### config.mk
export PLATFORM = sky130hd
export DESIGN_NAME = mem_shadow_monitor
export DESIGN_NICKNAME = d
export VERILOG_FILES = /design/src/rtl/mss_pkg.sv /design/src/rtl/mss_shadow.sv /design/src/rtl/mss_tally.sv /design/src/rtl/mem_shadow_monitor.sv
export SDC_FILE = /design/constraint.sdc
export NUM_CORES = 1
export LEC_CHECK = 0
export ABC_CLOCK_PERIOD_IN_PS = 5300
export BUFFER_PORTS_ARGS = -buffer_cell sky130_fd_sc_hd__clkbuf_2
export CAP_MARGIN = 10
export CORE_UTILIZATION = 57
export CTS_BUF_LIST = sky130_fd_sc_hd__clkbuf_8
export DETAILED_ROUTE_END_ITERATION = 8
export GPL_TIMING_DRIVEN = 0
export PLACE_DENSITY = 0.82
export SYNTH_ARGS = -nofsm -noshare
export SYNTH_HDL_FRONTEND = slang
export SYNTH_SLANG_ARGS = --single-unit
### constraint.sdc
create_clock -name clk -period 5.3 [get_ports clk]
set_clock_uncertainty 0.15 [all_clocks]
set_input_delay 0 -clock clk [delete_from_list [all_inputs] [get_ports clk]]
set_output_delay 0 -clock clk [all_outputs]
set_load 0.01 [all_outputs]
### src/rtl/mss_pkg.sv
package mss_pkg;
    // error category indices; these bit positions are visible at the ports
    localparam int NCAT      = 6;
    localparam int CAT_DATA  = 0;
    localparam int CAT_LAT   = 1;
    localparam int CAT_STAB  = 2;
    localparam int CAT_CONF  = 3;
    localparam int CAT_RANGE = 4;
    localparam int CAT_EN    = 5;
endpackage

### src/rtl/mss_shadow.sv
module mss_shadow #(
    parameter int DATA_W = 8,
    parameter int ADDR_W = 4,
    parameter int DEPTH  = 12
) (
    input  logic              clk,
    input  logic              rst_n,
    input  logic              wr_en,
    input  logic [ADDR_W-1:0] wr_addr,
    input  logic [DATA_W-1:0] wr_data,
    input  logic [ADDR_W-1:0] rd_addr,
    output logic [DATA_W-1:0] rd_data
);
    logic [DATA_W-1:0] mem_d [DEPTH];
    logic [DATA_W-1:0] mem_q [DEPTH];

    // read returns the contents before this cycle's write
    always_comb begin
        mem_d   = mem_q;
        rd_data = '0;
        for (int i = 0; i < DEPTH; i++) begin
            if (wr_en && wr_addr == ADDR_W'(i)) begin
                mem_d[i] = wr_data;
            end
            if (rd_addr == ADDR_W'(i)) begin
                rd_data = mem_q[i];
            end
        end
    end

    always_ff @(posedge clk or negedge rst_n) begin
        if (!rst_n) begin
            for (int i = 0; i < DEPTH; i++) begin
                mem_q[i] <= '0;
            end
        end else begin
            mem_q <= mem_d;
        end
    end
endmodule

### src/rtl/mss_tally.sv
module mss_tally #(
    parameter int CNT_W = 4
) (
    input  logic             clk,
    input  logic             rst_n,
    input  logic             hit,
    output logic             flag,
    output logic [CNT_W-1:0] count
);
    typedef struct packed {
        logic             flag;
        logic [CNT_W-1:0] cnt;
    } tally_t;

    tally_t t_d, t_q;

    always_comb begin
        t_d = t_q;
        if (hit) begin
            t_d.flag = 1'b1;
            if (t_q.cnt != '1) begin
                t_d.cnt = t_q.cnt + CNT_W'(1);
            end
        end
    end

    always_ff @(posedge clk or negedge rst_n) begin
        if (!rst_n) begin
            t_q <= '0;
        end else begin
            t_q <= t_d;
        end
    end

    assign flag  = t_q.flag;
    assign count = t_q.cnt;
endmodule

### src/rtl/mem_shadow_monitor.sv
module mem_shadow_monitor
    import mss_pkg::*;
#(
    parameter int DATA_W = 8,
    parameter int ADDR_W = 4,
    parameter int DEPTH  = 12,
    parameter int ERR_W  = 4,
    parameter int STAT_W = 16
) (
    input  logic                    clk,
    input  logic                    rst_n,
    input  logic                    mon_ce,
    input  logic                    mon_we,
    input  logic [ADDR_W-1:0]       mon_waddr,
    input  logic [DATA_W-1:0]       mon_wdata,
    input  logic                    mon_re,
    input  logic [ADDR_W-1:0]       mon_raddr,
    input  logic                    mon_rvalid,
    input  logic [DATA_W-1:0]       mon_rdata,
    output logic [NCAT-1:0]         err_flags,
    output logic [NCAT*ERR_W-1:0]   err_counts,
    output logic [STAT_W-1:0]       wr_total,
    output logic [STAT_W-1:0]       rd_total,
    output logic [STAT_W-1:0]       match_total,
    output logic                    pass
);
    localparam logic [ADDR_W:0] DEPTH_X = (ADDR_W + 1)'(DEPTH);

    typedef struct packed {
        logic              rd_pend;
        logic              rd_chk;
        logic [DATA_W-1:0] exp_data;
        logic              prev_vld;
        logic [DATA_W-1:0] prev_data;
        logic [STAT_W-1:0] wr_cnt;
        logic [STAT_W-1:0] rd_cnt;
        logic [STAT_W-1:0] ok_cnt;
    } mon_t;

    mon_t s_d, s_q;

    logic              waddr_in, raddr_in, wr_ok, rd_req, rd_seen;
    logic [DATA_W-1:0] shadow_rd;
    logic [NCAT-1:0]   hit;

    assign waddr_in = {1'b0, mon_waddr} < DEPTH_X;
    assign raddr_in = {1'b0, mon_raddr} < DEPTH_X;
    assign wr_ok    = mon_ce & mon_we & waddr_in;
    assign rd_req   = mon_ce & mon_re;
    assign rd_seen  = mon_rvalid & s_q.rd_pend;

    mss_shadow #(.DATA_W(DATA_W), .ADDR_W(ADDR_W), .DEPTH(DEPTH)) u_shadow (
        .clk     (clk),
        .rst_n   (rst_n),
        .wr_en   (wr_ok),
        .wr_addr (mon_waddr),
        .wr_data (mon_wdata),
        .rd_addr (mon_raddr),
        .rd_data (shadow_rd)
    );

    function automatic logic [STAT_W-1:0] bump(input logic [STAT_W-1:0] v, input logic en);
        return (en && v != '1) ? v + STAT_W'(1) : v;
    endfunction

    always_comb begin
        s_d = s_q;
        hit = '0;

        hit[CAT_EN]    = ~mon_ce & (mon_we | mon_re);
        hit[CAT_CONF]  = mon_ce & mon_we & mon_re & (mon_waddr == mon_raddr);
        hit[CAT_RANGE] = (mon_ce & mon_we & ~waddr_in) | (rd_req & ~raddr_in);
        hit[CAT_LAT]   = mon_rvalid ^ s_q.rd_pend;
        hit[CAT_STAB]  = s_q.prev_vld & ~s_q.rd_pend & (mon_rdata != s_q.prev_data);
        hit[CAT_DATA]  = rd_seen & s_q.rd_chk & (mon_rdata != s_q.exp_data);

        // one-stage expected-data pipeline aligned with the response
        s_d.rd_pend  = rd_req;
        s_d.rd_chk   = rd_req & raddr_in;
        s_d.exp_data = shadow_rd;

        s_d.prev_vld  = 1'b1;
        s_d.prev_data = mon_rdata;

        s_d.wr_cnt = bump(s_q.wr_cnt, wr_ok);
        s_d.rd_cnt = bump(s_q.rd_cnt, rd_seen);
        s_d.ok_cnt = bump(s_q.ok_cnt, rd_seen & s_q.rd_chk & (mon_rdata == s_q.exp_data));
    end

    always_ff @(posedge clk or negedge rst_n) begin
        if (!rst_n) begin
            s_q <= '0;
        end else begin
            s_q <= s_d;
        end
    end

    for (genvar g = 0; g < NCAT; g++) begin : g_cat
        mss_tally #(.CNT_W(ERR_W)) u_tally (
            .clk   (clk),
            .rst_n (rst_n),
            .hit   (hit[g]),
            .flag  (err_flags[g]),
            .count (err_counts[g*ERR_W +: ERR_W])
        );
    end

    assign wr_total    = s_q.wr_cnt;
    assign rd_total    = s_q.rd_cnt;
    assign match_total = s_q.ok_cnt;
    assign pass        = (err_counts == '0) && (s_q.rd_cnt == s_q.ok_cnt);
endmodule

Word level (Yosys, flattened, before mapping)
Index checks and enable logic that the tools add are counted.
{"block": "totals", "register_bits": 193, "latch_bits": 0, "ramBits": 0, "mem_bits_ro": 0, "inputBits": 30, "output_inout_bits": 79, "word_cells": 138, "n_memories": 0}
{"block": "classes", "add_sub_neg": 9, "multipliers": 0, "div_mod_pow": 0, "magnitude_cmp": 2, "eq_ne": 36, "shift": 0, "mux": 12, "n_bitwise": 22, "n_reduce_logical": 25}
{"op": "$mux W8", "n": 12}
{"op": "$add A16 B1 Y16 const B", "n": 3}
{"op": "$ne A16 B16 Y1 const B", "n": 3}
{"op": "$eq A4 B3 Y1 const B", "n": 8}
{"op": "$eq A4 B4 Y1 const B", "n": 8}
{"op": "$add A4 B1 Y4 const B", "n": 6}
{"op": "$logic_not A24 Y1", "n": 1}
{"op": "$ne A4 B4 Y1 const B", "n": 6}
{"op": "$eq A16 B16 Y1", "n": 1}
{"op": "$eq A4 B2 Y1 const B", "n": 4}
{"op": "$logic_and A1 B1 Y1", "n": 16}
{"op": "$ne A8 B8 Y1", "n": 2}
{"op": "$and A1 B1 Y1", "n": 15}
{"op": "$reduce_and A2 Y1", "n": 6}
{"op": "$eq A4 B1 Y1 const B", "n": 2}
{"op": "$eq A8 B8 Y1", "n": 1}
{"op": "$logic_not A4 Y1", "n": 2}
{"op": "$lt A4 B4 Y1 const B", "n": 2}
{"op": "$eq A4 B4 Y1", "n": 1}
{"op": "$not A1 Y1", "n": 4}
{"op": "$or A1 B1 Y1", "n": 2}
{"op": "$xor A1 B1 Y1", "n": 1}

Longest topological paths before layout
{"block": "logic_depth", "word_depth": 13, "depth_mapped": 7, "depth_no_buf": 6}

Cells and area by module
A second synthesis with hierarchy kept.
{"block": "unflattened", "hier_cells": 804, "area_unflattened_um2": 9719.3}
{"mod": "mss_shadow", "n_inst": 1, "cells_per_inst": 321, "area_each_um2": 4621.9, "seq_area_each_um2": 2402.3}
{"mod": "mem_shadow_monitor", "n_inst": 1, "cells_per_inst": 351, "area_each_um2": 3626.0, "seq_area_each_um2": 1676.6}
{"mod": "mss_tally", "n_inst": 6, "cells_per_inst": 22, "area_each_um2": 245.2, "seq_area_each_um2": 125.1}

Worst setup path before layout
OpenSTA, ideal clock, no wires.
{"block": "synth_path", "path_type": "register to register", "startpoint": "register s_q, in the netlist match_total[0]", "endpoint": "register s_q, in the netlist match_total[1]", "setup_ns": 0.125, "arrival_time_ns": 1.741, "required_ns": 5.025, "setup_slack_ns": 3.284, "stages_incl_launch_ff": 7, "path_buffers": 0, "synth_period_minus_slack_ns": 2.016, "path_cell_list": "dfrtp_1 > ha_1 > nand4_1 > nor4_4 > nand2_2 > nand2_1 > mux2_2"}
{"block": "synth_via", "elab_chain_len": 2, "word_cells_on_any_way": 3, "classes_between": "1 x add/sub; 1 x eq/ne; 1 x reduce/logical"}
{"element": "start: declaration", "line_no": "mem_shadow_monitor.sv:40", "rtl": "mon_t s_d, s_q;"}
{"element": "start signal: assignment", "line_no": "mem_shadow_monitor.sv:92", "rtl": "s_q <= '0;"}
{"element": "start signal: assignment", "line_no": "mem_shadow_monitor.sv:94", "rtl": "s_q <= s_d;"}
{"element": "parallel branches: the longest is 2 deep, another holds $add A16 B1 Y16"}
Several ways; the timed one is not identified.
A chain may end at the register's enable or synchronous reset.

Final worst setup path
{"block": "layout_path", "startpoint": "register g_cat[4].u_tally.t_q, in the netlist g_cat[4].u_tally.count[0]", "endpoint": "output pass"}
{"block": "layout_via", "elab_chain_len": 2}
{"element": "start: declaration", "line_no": "mss_tally.sv:15", "rtl": "tally_t t_d, t_q;"}
{"element": "start signal: assignment", "line_no": "mss_tally.sv:31", "rtl": "t_q <= t_d;"}
{"element": "$logic_not A24 Y1", "line_no": "mem_shadow_monitor.sv:111", "rtl": "assign pass = (err_counts == '0) && (s_q.rd_cnt == s_q.ok_cnt);"}
{"element": "$logic_and A1 B1 Y1", "line_no": "mem_shadow_monitor.sv:111"}
{"element": "end: declaration", "line_no": "mem_shadow_monitor.sv:25", "rtl": "output logic pass"}
No other way between the ends.

==> parameters.txt <==
Parameter                              Value

Detailed routing
  Routed wire per std cell ... ~17 µm
  Routed wire length ... approximately 20 mm
  Mean number of vias per cell ... 5.586
  Final ANT Viol Nets ... 0
  Total number of vias ... around 6600
  TritonRoute pass-1 iters ... 4
  Number of remaining DRC errors ... 0
  Iteration-0 DRC Markers ... 441

Placed design
  DP HPWL ... ~14 mm
  Count of input and output buffers ... about 100
  Final weighted congestion in routability-driven placement ... roughly 0.87

Clock network
  Register clock-pin slew on the reported worst setup and hold paths ... around 100 ps
  Clock tree from TritonCTS ... built
  Total of hold buffers inserted after clock tree synthesis ... 33
  Latest clock arrival within the worst-skew pair ... ~480 ps
  Buffers inserted during post-CTS setup optimization ... 0
  Number of levels in the clock H-tree ... 4
  Maximum clock path buffer count ... 2
  Count of instances resized after the clock tree is built ... 0
  Number of sinks on the clock net ... ~190
  Root Buffer ... clkbuf_8
  Clock buffers created by TritonCTS ... 17

Synth
  Warnings from Yosys ... 0
  Count of flip-flops with a built-in enable after synthesis ... 0
  Largest cells by area after synthesis ... dfrtp_1, mux2_2, buf_4, xor2_1, xnor2_1
  Post-synthesis sequential area ratio ... 0.5045
  Syn avg cell area ... 12.00 µm²
  Number of nets in the synthesized netlist ... about 840
  Most frequently used cell type in the post-synthesis netlist ... dfrtp_1
  Primary FF master, synth ... dfrtp_1
  Netlist cell types ... 58
  Area share of the largest cell type after synthesis ... 0.5045
  Cell types with the highest counts after synthesis ... dfrtp_1, mux2_2, buf_4
  Yosys reg bits ... 193
  Post-Synthesis Cell Area ... 0.009573 mm²
  Proportion of synthesized flip-flops having asynchronous set or reset ... 1.000
  Post-synthesis cell type with the largest combined area ... dfrtp_1
  Cells after Synth ... 798

Timing
  Relative slew slack ... 0.5530
  Maximum achievable frequency ... approximately 380 MHz
  Aggregate negative setup slack ... 0 ps
  Transition at the pin with the smallest max-transition slack ... 669.7 ps
  Count of final hold-check violations ... 0
  Endpoints failing setup ... 0
  Final Max Slew Viols ... 0
  Part of the cycle the worst path needs ... 0.4906
  Period minus WS final ... about 2600 ps
  RSZ-0062 raised after global routing ... false

Floorplan
  Width of the die ... between 100 and 150 µm
  Row Count ... 47
  Overall die height ... 131.6 µm
  Effective utilization at floorplan ... 0.5814
  Core box area ... ~0.016 mm²
  Number of top-level pins ... between 100 and 150
  Die Area ... between 0.015 and 0.02 mm²

Worst setup path
  Critical path buffers and inverters ... 2
  Type of destination of the critical path ... output port
  Worst reg-to-reg setup slack ... approximately 3000 ps
  Peak per-stage delay on the critical path ... around 420 ps
  Cells traversed along the worst timing path ... inv_1 > ha_1 > nor4bb_1 > and4_1 > nand4_1 > a2111oi_0 > clkbuf_2
  Cell family with the largest share of critical-path delay ... simple AND/OR/NAND/NOR gates
  CP arrival ... roughly 2500 ps
  CP Data Required Time ... slightly above 5000 ps
  Critical path launch point type ... register
  Cells on worst reg2reg path ... 6
  Worst Path Class, Setup ... register to output port
  Endpoint of the most critical register-to-register path ... match_total[1]
  Crit Reg-Reg Startpoint ... match_total[1]
  CP max stage cell ... dfrtp_1
  Worst-path fanout max ... 4

Pwr
  Static Leakage ... approximately 5.3 nW
  Worst voltage drop across the vdd grid ... ~0.34 mV
  Cell Pwr Density ... 352.2 mW/mm²

Global routing
  Wire length of the first global-routing pass ... ~34 mm
  Global route overflow ... 0
  Number of global-route vias before repair ... around 6600
  Number of antenna violations at the first check in global routing ... 0
  Pin count of the biggest net entering global routing ... about 120
  All-layer global routing usage ... 0.2488

Run
  Count of max-cap constraint violations ... 0

Final layout
  Fill count ... 1191
  Antenna diode instance count ... 0
  Fin nets ... around 1000
  Final Util ... 0.6786
  Fraction of final layout cells with drive strength greater than 1 ... 0.3554
  Area growth, synth to finish ... 16.72%

Worst hold path
  Hold Crit Class ... input pin to register
  Cell depth of the worst hold path ... 5
  Worst-case hold path end point ... g_cat[3].u_tally.count[0]
  Startpoint of the worst hold path ... mon_waddr[1]

Run status
  Result of the run ... finished, final reports clean
layout by cell type (no fill, tap or decap), drive strengths merged, types with 4 or more instances in the layout:
master	instances
dfrtp	193
ha	16
mux2i	17
nand3	30
nand2	38
o211ai	5
a211oi	7
nand4	24
mux2	108
mux4	12
clkinv	5
nor4	10
a21oi	21
o21ai	18
xnor2	40
and3	7
clkbuf	138
inv	24
and4	4
xor2	42
buf	69
nor3	9
a31oi	8
nor2	33
nor2b	7
nand2b	9
dlygate4sd3	32
kinds of logic (layout without fill, tap and decap cells):
logic type / after synthesis / in the layout / share of synthesized area
XOR/XNOR: 82 / 82 / 0.07502
flip-flops: 193 / 193 / 0.5045
buffers and inverters: 104 / 274 / 0.06483
AO/OA/AOI/OAI: 78 / 78 / 0.05176
other: 1 / 1 / 0.0003917
adder cells (fa/ha/maj): 16 / 16 / 0.02091
AND/OR/NAND/NOR: 187 / 187 / 0.1095
multiplexers: 137 / 137 / 0.1730
final cells by class:
type / count / area (µm²) / share of cell area
Multi-Input combinational cell: 501 / 4123 / 0.3690
Timing Repair Buffer: 138 / 904.6 / 0.08096
Buffer: 82 / 538.0 / 0.04815
Inverter: 22 / 82.58 / 0.007391
Sequential cell: 193 / 4830 / 0.4323
Clock buffer: 19 / 261.5 / 0.02340
Tap cell: 220 / 275.3 / 0.02464
Clock inverter: 13 / 158.9 / 0.01422
worst max-delay path by stage:
stage	start	to	slack [ps]	depth (start not counted)
after detailed placement	match_total[1]	match_total[1]	3060	6
after global routing	g_cat[4].u_tally.count[0]	pass	2540	7
after floorplan	match_total[0]	match_total[1]	3280	6
after global placement	rst_n	wr_total[0]	510	1
after CTS	g_cat[4].u_tally.count[0]	pass	2710	7
final	g_cat[4].u_tally.count[0]	pass	2700	7
power by group:
group          internal, W  switching, W  leakage [nW]
clock network     0.000491      0.000522         0.208
registers          0.00174      0.000240          2.46
logic             0.000498      0.000440          2.65
worst min-delay path, stage by stage:
cell      delay [ps]
clkbuf_2         120
xor2_1           140
nor2_1            80
nand4_1          200
xnor2_1           90
registers in the layout, indices dropped and copies added, names as in the netlist:
name	cells
u_shadow.mem_q	96
match_total	16
rd_total	16
g_cat.u_tally.flag	6
wr_total	16
s_q	19
g_cat.u_tally.count	24
through the flow:
| step | cell area, µm² | setup slack [ps] | total power (W) | instances | hold slack [ps] |
|---|---|---|---|---|---|
| floorplan | 9573 | 3284 | 0.002577 | 798 | -445.6 |
| global placement | 10370 | 510.0 | 0.002862 | 1122 | 12.54 |
| detailed placement | 10410 | 3057 | 0.002918 | 1123 | -89.86 |
| CTS | 11170 | 2714 | 0.003953 | 1188 | 13.26 |
| global route | 11170 | 2544 | 0.004146 | 1188 | 56.97 |
| finish | 11170 | 2700 | 0.003935 | 1188 | 49.02 |
layer usage:
metal,up-vias,wire length [µm],GRT usage
met5,-,0,0
li1,3085,-,-
met2,201,10230,0.4186
met4,0,319,0.07946
met1,3317,8879,0.3178
met3,33,997,0.05864
(Power assumes the default switching activity.)
